$ cat src/rtl/stepper_pkg.sv
package stepper_pkg;

  typedef logic [2:0] phase_t;

  // Position after reset: the two-coil entry 1100.
  localparam phase_t HOME_PHASE = 3'd1;

  // Half-step position to coil pattern; odd positions are the two-coil entries.
  function automatic logic [3:0] coil_pattern(input phase_t p);
    logic [3:0] pat;
    case (p)
      3'd0: pat = 4'b1000;
      3'd1: pat = 4'b1100;
      3'd2: pat = 4'b0100;
      3'd3: pat = 4'b0110;
      3'd4: pat = 4'b0010;
      3'd5: pat = 4'b0011;
      3'd6: pat = 4'b0001;
      default: pat = 4'b1001;
    endcase
    return pat;
  endfunction

  // Next position. Full mode strides 2 from a two-coil entry and 1 from a single-coil one.
  function automatic phase_t advance(input phase_t p, input logic half, input logic ccw);
    phase_t stride;
    stride = (half || !p[0]) ? 3'd1 : 3'd2;
    return ccw ? phase_t'(p - stride) : phase_t'(p + stride);
  endfunction

endpackage

$ cat src/rtl/step_dwell_timer.sv
module step_dwell_timer #(
  parameter int DWELL_W   = 24,
  parameter int MIN_DWELL = 4
) (
  input  logic               clk,
  input  logic               rst_n,
  input  logic               run,
  input  logic               restart,
  input  logic [DWELL_W-1:0] dwell_cycles,
  output logic               expired
);
  localparam logic [DWELL_W-1:0] MIN_D = DWELL_W'(MIN_DWELL);

  logic [DWELL_W-1:0] cnt;
  logic [DWELL_W-1:0] eff_dwell;
  logic [DWELL_W-1:0] reload;

  assign eff_dwell = (dwell_cycles < MIN_D) ? MIN_D : dwell_cycles;
  assign reload    = eff_dwell - DWELL_W'(1);
  assign expired   = run && !restart && (cnt == '0);

  always_ff @(posedge clk) begin
    if (!rst_n)                          cnt <= MIN_D - DWELL_W'(1);
    else if (!run || restart || cnt == '0) cnt <= reload;
    else                                 cnt <= cnt - DWELL_W'(1);
  end
endmodule

$ cat src/rtl/step_budget.sv
module step_budget #(
  parameter int CNT_W = 16
) (
  input  logic             clk,
  input  logic             rst_n,
  input  logic             load,
  input  logic [CNT_W-1:0] load_value,
  input  logic             consume,
  output logic             empty
);
  logic [CNT_W-1:0] remaining;

  assign empty = (remaining == '0);

  always_ff @(posedge clk) begin
    if (!rst_n)                remaining <= '0;
    else if (load)             remaining <= load_value;
    else if (consume && !empty) remaining <= remaining - CNT_W'(1);
  end
endmodule

$ cat src/rtl/phase_walker.sv
module phase_walker
  import stepper_pkg::*;
(
  input  logic   clk,
  input  logic   rst_n,
  input  logic   step_en,
  input  logic   half_mode,
  input  logic   dir_ccw,
  output phase_t phase
);
  always_ff @(posedge clk) begin
    if (!rst_n)       phase <= HOME_PHASE;
    else if (step_en) phase <= advance(phase, half_mode, dir_ccw);
  end
endmodule

$ cat src/rtl/stepper_seq.sv
module stepper_seq
  import stepper_pkg::*;
#(
  parameter int DWELL_W   = 24,
  parameter int CNT_W     = 16,
  parameter int MIN_DWELL = 4
) (
  input  logic               clk,
  input  logic               rst_n,
  input  logic               enable,
  input  logic               half_mode,
  input  logic               dir_ccw,
  input  logic               free_run,
  input  logic [DWELL_W-1:0] dwell_cycles,
  input  logic               start,
  input  logic [CNT_W-1:0]   step_count,
  output logic [3:0]         coils,
  output logic               step_pulse,
  output logic               done
);
  logic   dwell_expired;
  logic   budget_empty;
  logic   fire;
  phase_t phase;

  step_dwell_timer #(.DWELL_W(DWELL_W), .MIN_DWELL(MIN_DWELL)) u_timer (
    .clk(clk), .rst_n(rst_n), .run(enable), .restart(start),
    .dwell_cycles(dwell_cycles), .expired(dwell_expired)
  );

  step_budget #(.CNT_W(CNT_W)) u_budget (
    .clk(clk), .rst_n(rst_n), .load(start), .load_value(step_count),
    .consume(fire && !free_run), .empty(budget_empty)
  );

  assign fire = dwell_expired && (free_run || !budget_empty);

  phase_walker u_walker (
    .clk(clk), .rst_n(rst_n), .step_en(fire),
    .half_mode(half_mode), .dir_ccw(dir_ccw), .phase(phase)
  );

  always_ff @(posedge clk) begin
    if (!rst_n) step_pulse <= 1'b0;
    else        step_pulse <= fire;
  end

  assign coils = enable ? coil_pattern(phase) : 4'b0000;
  assign done  = !free_run && budget_empty;
endmodule

$ cat config.mk
export PLATFORM = sky130hd
export DESIGN_NAME = stepper_seq
export DESIGN_NICKNAME = d
export VERILOG_FILES = /design/src/rtl/stepper_pkg.sv /design/src/rtl/step_dwell_timer.sv /design/src/rtl/step_budget.sv /design/src/rtl/phase_walker.sv /design/src/rtl/stepper_seq.sv
export SDC_FILE = /design/constraint.sdc
export NUM_CORES = 1
export LEC_CHECK = 0
export ABC_AREA = 1
export CORE_MARGIN = 3
export CORE_UTILIZATION = 45
export DETAILED_ROUTE_END_ITERATION = 16
export DONT_BUFFER_PORTS = 1
export SETUP_SLACK_MARGIN = 0.1
export SYNTH_ARGS = -nofsm -noshare
export SYNTH_HDL_FRONTEND = slang
export SYNTH_SLANG_ARGS = --single-unit
$ cat constraint.sdc
create_clock -name clk -period 3.4 [get_ports clk]
set_clock_uncertainty 0.2 [all_clocks]
set_input_delay 0.51 -clock clk [delete_from_list [all_inputs] [get_ports clk]]
set_output_delay 0.51 -clock clk [all_outputs]
set_load 0.05 [all_outputs]
==> results.cfg <==
[clock_network]
clk_pin_slew_ns = 0.08
cts_sinks = 44
cts_setup_buffers = 0
cts_root_buf = clkbuf_8
ctsResizeCount = 0
cts_htree_levels = 2
clockBufferDepth = 2
clk_latency_ns = 0.30
cts_hold_buf = 0
cts_buffers = 5
cts_tree = done

[sta]
finalSetupViolations = 0
slew_headroom_pct = 40.6
rsz0062_at_grt = no
hold_violations = 0
timing.fmax_mhz = 361
max_slew.worst_pin.slew_ns = 0.888
fin_crit_ns = 2.77
drv_slew = 0
fin_crit_sh_pct = 81.4
finalSetupTns_ns = 0
finalWorstSetupSlack_ns = 0.633

[logic_synthesis]
postSynthCellCount = 507
synth_area_sq_um = 3070
synth_adder_area_share_pct = 1.47
synth-seq-area-share_pct = 28.7
ys.warnings.count = 0
synth_top_area_cell = dfxtp_1
synth_xor_area_share_pct = 3.42
synth_compound_area_share_pct = 11.6
synth.avg_cell_area_sq_um = 6.06
synth_top_area_share_pct = 28.7
ys_ff_latch = 44
yosys.area_share.simple_pct = 45.2
yosys-top-cells-area = dfxtp_1, nand2_1, nor2_1
synth_top_family_by_area = simple AND/OR/NAND/NOR gates
syn_nets = 557
synth_mux_area_share_pct = 0
synth_cell_types = 37

[setup_path]
path_common_cell = inv_1
worstSetupStartpointType = flop
critPathMaxFanout = 5
cp-end-kind = output port
slowest_stage = dfxtp_1
crit_start = u_budget.remaining[0]$_SDFFE_PN0P_
cp_data_arrival_time_ns = 2.06
crit_chain = inv_1 > ha_1 > inv_1 > nor2_2 > nand4_1 > nor3_2 > nand3_2 > nor2_1 > buf_4
r2r_setup_slack_ns = 0.71
slowest_delay_ns = 0.31
critical_path_class = reg -> out
timing.rr.start = u_timer.cnt[23]$_SDFF_PN0_
required_ns = 2.69

[worst_hold_path]
min_path_type = in -> reg
hp-start = rst_n

[route]
drt-vias-per-instance = 5.14
via_count = 2979
antenna_left = 0
first_pass_iters = 4
wire_per_inst_microns = 13.2
drt-initial-drc-count = 168
drc = 0
wl_microns = 7670

[final_layout]
nFillCells = 708
register_area_sq_um = 881
fin_nets = 553
drive_gt1_share_pct = 9.94
mostFrequentLayoutCells = nor2_1, nand2_1, inv_1
num_antenna_cells = 0
final_cell_area_sq_um = 3200
multi_input_area_sq_um = 1890
areaGrowthSynthToFinish_pct = 4.07

[global_routing]
antenna_found_initial = 0
grt_max_degree = 31
gr-total-overflow = 0
grt_pass1_vias = 2907
grt_pass1_wl_microns = 12700
track_usage_pct = 20.4

[floorplanning]
core-area_sq_um = 6490
dieArea_sq_um = 7850
dieHeight_microns = 88.6
rows = 29
start_util_pct = 47.3
ios = 53
die_width_microns = 88.6

[job]
max_cap_viol_count = 0

[place]
numPortBuffers = 0
place_area_sq_um = 3120
gp_congestion = 0.848
pre_cts_slack_ns = 0.661
dp_hpwl_microns = 5770

[pwr]
leakage_uw = 0.00143
ir_drop_mv = 0.213
power.density_nw_per_um2 = 357

[outcome]
status = finished clean
-- area by class of cell --
| cell class | count | share of cell area, % |
|---|---|---|
| Tap cell | 77 | 3.01 |
| Multi-Input combinational cell | 392 | 59.3 |
| Clock buffer | 5 | 2.15 |
| Timing Repair Buffer | 5 | 1.17 |
| Inverter | 55 | 6.46 |
| Sequential cell | 44 | 27.6 |
| Clock inverter | 2 | 0.391 |
-- synthesized netlist by cell type --
| cell type | count |
|---|---|
| or2_2 | 2 |
| o211ai_1 | 2 |
| clkinv_1 | 1 |
| nor2_2 | 7 |
| buf_6 | 2 |
| a31oi_1 | 1 |
| nor3_2 | 2 |
| nand2_2 | 19 |
| a21oi_1 | 31 |
| and3_1 | 1 |
| o31ai_1 | 1 |
| ha_1 | 2 |
| nor2_1 | 107 |
| buf_2 | 6 |
| nand3_2 | 3 |
| nor3_1 | 12 |
| nor3b_1 | 1 |
| dfxtp_1 | 44 |
| nor2_4 | 2 |
| buf_4 | 2 |
| and2_1 | 1 |
| nand4_1 | 4 |
| nand3_1 | 33 |
| fa_1 | 1 |
| nand3b_1 | 9 |
| o21ai_0 | 24 |
| xor2_1 | 7 |
| o22ai_1 | 2 |
| clkbuf_1 | 6 |
| inv_1 | 52 |
| nand2_1 | 107 |
| inv_2 | 2 |
| xnor2_1 | 5 |
| o21ai_2 | 1 |
| o21a_1 | 1 |
| o21ai_1 | 3 |
| a21boi_0 | 1 |
-- per-layer routing --
layer	wire length, microns	global-route usage (%)	part of all wire [%]
met1	3450	24.8	45
met2	3770	36.2	49
met3	308	3.63	4.0
met4	141	6.73	1.8
met5	0	0	0
-- through the flow --
step	total power, uW	instances	utilization [%]	hold slack (ns)
2_1_floorplan	790	507	-	0.264
3_3_place_gp	826	573	48.0	0.281
3_5_place_dp	827	573	48.0	0.291
4_1_cts	1150	580	49.2	0.0802
5_1_grt	1210	580	49.2	0.0833
6_report	1140	580	49.2	0.0898
-- worst paths after layout --
path                                        end  cells after the start
max                                        done                      9
min                   u_timer.cnt[1]$_SDFF_PN1_                      1
max reg2reg          u_timer.cnt[20]$_SDFF_PN0_                     15
min reg2reg  u_budget.remaining[8]$_SDFFE_PN0P_                      2
-- cell families (layout without fill, tap and decap cells) --
| kind of cell | Yosys count | in the layout |
|---|---|---|
| fa+ha+maj | 3 | 3 |
| buf+inv | 71 | 67 |
| simple gates | 310 | 310 |
| xor+xnor | 12 | 12 |
| flops | 44 | 44 |
| compound gates | 67 | 67 |
-- critical path, delay by kind of cell (launching register included) --
| family | cells | cell delay (ns) |
|---|---|---|
| fa+ha+maj | 1 | 0.23 |
| buf+inv | 3 | 0.40 |
| flops | 1 | 0.31 |
| simple gates | 5 | 0.83 |
-- power by group --
part           internal (uW)  total (uW)  switching, uW
combinational           87.5         248            160
sequential               548         570           21.2
clock                    139         324            184
total                    775        1140            366
-- sequential cells by signal (all words and copies together) (netlist names) --
| name | cells |
|---|---|
| u_walker.phase | 3 |
| step_pulse | 1 |
| u_budget.remaining | 16 |
| u_timer.cnt | 24 |
(Power assumes the default switching activity.)
